<file path="config.mk">
export PLATFORM = sky130hd
export DESIGN_NAME = wdg_keyed
export DESIGN_NICKNAME = d
export VERILOG_FILES = /design/src/rtl/wdg_pkg.sv /design/src/rtl/wdg_run_gate.sv /design/src/rtl/wdg_key_match.sv /design/src/rtl/wdg_tick_counter.sv /design/src/rtl/wdg_keyed.sv
export SDC_FILE = /design/constraint.sdc
export NUM_CORES = 1
export LEC_CHECK = 0
export ABC_AREA = 1
export BUFFER_PORTS_ARGS = -buffer_cell sky130_fd_sc_hd__buf_2
export CAP_MARGIN = 10
export CORE_UTILIZATION = 50
export CTS_CLUSTER_DIAMETER = 100
export DETAILED_ROUTE_END_ITERATION = 8
export HOLD_SLACK_MARGIN = 0.02
export PLACE_DENSITY = 0.79
export SLEW_MARGIN = 20
export SYNTH_ARGS = -nofsm -noshare
export SYNTH_HDL_FRONTEND = slang
export SYNTH_SLANG_ARGS = --single-unit
</file>
<file path="constraint.sdc">
create_clock -name clk -period 3 [get_ports clk]
set_clock_uncertainty 0.2 [all_clocks]
set_input_delay 0.3 -clock clk [delete_from_list [all_inputs] [get_ports clk]]
set_output_delay 0.3 -clock clk [all_outputs]
set_load 0.01 [all_outputs]
</file>
<file path="src/rtl/wdg_pkg.sv">
package wdg_pkg;

    typedef enum logic [1:0] {
        WDG_OFF     = 2'd0,
        WDG_GATED   = 2'd1,
        WDG_ALWAYS  = 2'd2,
        WDG_OFF_ALT = 2'd3
    } wdg_mode_e;

endpackage

</file>
<file path="src/rtl/wdg_run_gate.sv">
module wdg_run_gate
    import wdg_pkg::*;
(
    input  wdg_mode_e mode,
    input  logic      tick_en,
    input  logic      pwr_down,
    input  logic      pwr_green,
    output logic      adv,
    output logic      off
);

    logic low_power;

    always_comb begin
        low_power = pwr_down | pwr_green;
        adv       = 1'b0;
        off       = 1'b0;
        case (mode)
            WDG_GATED:  adv = tick_en & ~low_power;
            WDG_ALWAYS: adv = tick_en;
            default:    off = 1'b1;
        endcase
    end

endmodule

</file>
<file path="src/rtl/wdg_key_match.sv">
module wdg_key_match #(
    parameter int                DATA_W = 8,
    parameter logic [DATA_W-1:0] KEY    = 8'h5A
) (
    input  logic              wr_en,
    input  logic [DATA_W-1:0] wr_data,
    output logic              hit
);

    always_comb begin
        hit = wr_en && (wr_data == KEY);
    end

endmodule

</file>
<file path="src/rtl/wdg_tick_counter.sv">
module wdg_tick_counter #(
    parameter int CNT_W = 13
) (
    input  logic             clk,
    input  logic             rst_n,
    input  logic             adv,
    input  logic             clr,
    input  logic             off,
    output logic [CNT_W-1:0] cnt_q,
    output logic             ovf_q
);

    localparam logic [CNT_W-1:0] CNT_TOP = {CNT_W{1'b1}};

    typedef struct packed {
        logic [CNT_W-1:0] cnt;
        logic             ovf;
    } state_t;

    state_t st_d, st_q;

    always_comb begin
        st_d     = st_q;
        st_d.ovf = 1'b0;
        if (clr || off) begin
            st_d.cnt = '0;
        end else if (adv) begin
            if (st_q.cnt == CNT_TOP) begin
                st_d.cnt = '0;
                st_d.ovf = 1'b1;
            end else begin
                st_d.cnt = st_q.cnt + 1'b1;
            end
        end
    end

    always_ff @(posedge clk) begin
        if (!rst_n) begin
            st_q <= '0;
        end else begin
            st_q <= st_d;
        end
    end

    assign cnt_q = st_q.cnt;
    assign ovf_q = st_q.ovf;

    p_single_pulse_r1: assert property (@(posedge clk) disable iff (!rst_n)
        ovf_q |=> !ovf_q);

    p_wrap_zero_r2: assert property (@(posedge clk) disable iff (!rst_n)
        ovf_q |-> (cnt_q == '0));

    p_clear_zero_r6: assert property (@(posedge clk) disable iff (!rst_n)
        clr |=> (cnt_q == '0) && !ovf_q);

    p_idle_hold_r9: assert property (@(posedge clk) disable iff (!rst_n)
        (!adv && !clr && !off) |=> $stable(cnt_q) && !ovf_q);

endmodule

</file>
<file path="src/rtl/wdg_keyed.sv">
module wdg_keyed
    import wdg_pkg::*;
#(
    parameter int                CNT_W  = 13,
    parameter int                DATA_W = 8,
    parameter logic [DATA_W-1:0] KEY    = 8'h5A
) (
    input  logic              clk,
    input  logic              rst_n,
    input  logic [1:0]        mode_sel,
    input  logic              tick_en,
    input  logic              pwr_down,
    input  logic              pwr_green,
    input  logic              wr_en,
    input  logic [DATA_W-1:0] wr_data,
    output logic              wdt_rst
);

    wdg_mode_e        mode;
    logic             adv;
    logic             off;
    logic             key_hit;
    logic [CNT_W-1:0] cnt;
    logic             ovf;

    assign mode = wdg_mode_e'(mode_sel);

    wdg_run_gate i_gate (
        .mode      (mode),
        .tick_en   (tick_en),
        .pwr_down  (pwr_down),
        .pwr_green (pwr_green),
        .adv       (adv),
        .off       (off)
    );

    wdg_key_match #(.DATA_W(DATA_W), .KEY(KEY)) i_key (
        .wr_en   (wr_en),
        .wr_data (wr_data),
        .hit     (key_hit)
    );

    wdg_tick_counter #(.CNT_W(CNT_W)) i_cnt (
        .clk   (clk),
        .rst_n (rst_n),
        .adv   (adv),
        .clr   (key_hit),
        .off   (off),
        .cnt_q (cnt),
        .ovf_q (ovf)
    );

    assign wdt_rst = ovf;

    p_off_silent_r3: assert property (@(posedge clk) disable iff (!rst_n)
        (mode_sel == 2'd0 || mode_sel == 2'd3) |=> !wdt_rst && (cnt == '0));

    p_gated_stall_r4: assert property (@(posedge clk) disable iff (!rst_n)
        (mode_sel == 2'd1 && (pwr_down || pwr_green) && !key_hit) |=> $stable(cnt));

    p_always_runs_r5: assert property (@(posedge clk) disable iff (!rst_n)
        (mode_sel == 2'd2 && tick_en && !key_hit && cnt != '1) |=> (cnt == $past(cnt) + 1'b1));

    p_tick_loses_r8: assert property (@(posedge clk) disable iff (!rst_n)
        (tick_en && wr_en && wr_data == KEY) |=> (cnt == '0) && !wdt_rst);

endmodule

</file>
==> results.md <==
- R2R depth: 6
- R2r startpoint: i_cnt.cnt_q[0]
- WP data required: 2.98 ns
- HPWL Detailed: 1310 um
- Io pins: 17
- Least-Margin Pin Slew: 0.319 ns
- Final setup vio count: 0
- Vias in the first global route: 752
- # rows: 14
- Warnings, synthesis: 0
- Seq pwr share: 52.6%
- Area leader, netlist: dfxtp_1
- Worst R2R End: i_cnt.cnt_q[12]
- # port buffers: 16
- # Max-Cap Violations: 0
- Final Hold Vio Count: 0
- WHS Path Cells: 5
- CTS buffer count: 3
- Final Max Tran Viols: 0
- Post-synth top flop: dfxtp_1
- Total gr overflow: 0
- CP endpoint kind: register
- Initial antenna violation count: 0
- Average routed wire per standard cell: 10.3 um
- Fillers: 145
- Status: complete, no violations
- Total track usage: 21.4%
- FMAX: 580 MHz
- Post-synth cell types: 20
- Total die area: 1850 um^2
- Area Growth Syn to Fin: 16.2%
- Commonest cells in the netlist: nand2_1, nor2_1, inv_1
- Pwr dens: 363 nW/um^2
- Startpoint types: register
- Max Buffers Root-to-Sink: 2
- Core area: 1540 um^2
- RSZ-0062 raised after global routing: no
- Critical path data arrival time: 1.70 ns
- Avg Cell Area, Syn: 6.95 um^2
- CTS Root Cell: clkbuf_4
- WHS: 0.227 ns
- Slew headroom: 78.6%
- Final RePlAce weighted congestion: 0.808
- Most frequent cell after synthesis: nand2_1
- Leakage: 0.419 nW
- Final ANT Viol Nets: 0
- Sw power: 80.7 uW
- Clock power frac: 37.8%
- Clk slew on worst S/H paths: 0.08 ns
- Aggregate negative setup slack: 0 ns
- Mapped Cells: 121
- CTS resizes: 0
- Hold buffers post-CTS: 0
- Tmin final: 1.72 ns
- Worst hold start: rst_n
- H-tree depth: 1
- Post-CTS setup buffer count: 0
- Synthesized area: 841 um^2
- Synth top area share: 33.3%
- Hold Crit Class: input port to register
- Async set or reset register ratio after synthesis: 0%
- Sequential element share of the synthesized area: 33.3%
- First-pass GRT wire length: 2940 um
- CTS tree: done
- Int Power: 274 uW
- Layout cell share with drive strength beyond 1: 24.8%
- Drt total wl: 1620 um
- First-pass iteration count of the detailed router: 4
- Ranking of synthesized cells by area: dfxtp_1, nand2_1, nor2_1, inv_1, ha_1
- Clk Latency, worst-skew pair: 0.28 ns
- Yosys reg bits: 14
- Worst Path Max Fanout: 8
- Drt drc: 0
- Die Y: 43.0 um
- Final net count: 161
- Pin count of the biggest net entering global routing: 9
- Via/cell ratio: 5.01
- Iteration-0 DRC Markers: 28
- Worst hold path endpoint: i_cnt.cnt_q[2]
- Combinational share of power: 9.6%
- Worst Setup Path Type: register to register
- Die Width: 43.0 um
- Final period utilization: 57.5%
- Clk sinks: 14
- Post-synth EDFFs: 0
- Sw frac: 22.7%
- Starting Density: 54.5%
- Peak VDD IR: 355 uV
- Via count: 786
- Reg2Reg Setup Slack: 1.28 ns
- Net Count, Synth: 140
- # diodes: 0
==> power by group through the flow <==
stage	clock network [mW]	logic (mW)	registers, mW
5_1_grt	0.150	0.0395	0.187
3_3_place_gp	0	0.0333	0.191
4_1_cts	0.139	0.0344	0.187
6_report	0.134	0.0340	0.187
3_5_place_dp	0	0.0343	0.191
2_1_floorplan	0	0.0215	0.191
==> logic make-up after synthesis <==
kind of cell	count (synthesis)	share of synthesized area (%)
AO/OA/AOI/OAI	7	5.51
XOR/XNOR	5	5.21
adder cells (fa/ha/maj)	3	4.46
buffers and inverters	20	8.93
flip-flops	14	33.3
AND/OR/NAND/NOR	72	42.6
==> per-stage QoR <==
stage	cell area [um^2]	util [%]	total power, mW	std cells	worst slack [ns]
finish	977	63.4	0.355	157	1.28
global route	977	63.4	0.377	157	1.14
CTS	977	63.4	0.360	157	1.29
detailed placement	941	61.0	0.226	153	1.08
global placement	941	61.0	0.225	153	1.13
floorplan	841	-	0.213	121	1.30
==> final cells by class <==
class	instances	area (um^2)	share of cell area, %
multi-input cells	87	485	49.7
flip-flops and latches	14	280	28.7
repair buffers	16	80.1	8.19
inverters	20	75.1	7.68
clock buffers	4	36.3	3.71
well taps	16	20.0	2.05
==> routing by layer <==
layer  track usage [%]  share of wire [%]  routed length (um)  vias up
met3              8.94                6.9                 112        0
met5                 0                  0                   0        -
met4              6.67                  0                   0        0
met2              36.4                 48                 779       23
li1                  -                  -                   -      417
met1              24.1                 45                 732      346
==> state kept, by name, summed over array words and instances (netlist names) <==
name	flops
i_cnt.ovf_q	1
i_cnt.cnt_q	13
==> worst max path at each step <==
stage | startpoint | endpoint | depth (start not counted)
floorplan | mode_sel[0] | i_cnt.cnt_q[3] | 8
global placement | mode_sel[0] | i_cnt.cnt_q[3] | 9
detailed placement | mode_sel[0] | i_cnt.cnt_q[12] | 9
CTS | i_cnt.cnt_q[0] | i_cnt.cnt_q[12] | 6
global route | i_cnt.cnt_q[0] | i_cnt.cnt_q[12] | 6
finish | i_cnt.cnt_q[0] | i_cnt.cnt_q[12] | 6
==> placed cells by master, fill, tap and decap left out, drive strengths merged <==
master and instances:
dfxtp 14, clkbuf 4, nand2 26, nand3 9, nand4 4, nor2 27
inv 20, buf 16, xor2 1, nor3 5, xnor2 4, a21oi 6
ha 3, or2 1, o21ai 1
==> critical path, stage by stage (launching register included) <==
cell and delay (ns):
dfxtp_1 0.41, ha_1 0.23, nand3_2 0.12, nor3_2 0.27, nand3_2 0.18, nand2_4 0.15
nor2_1 0.06
(Power assumes the default switching activity.)
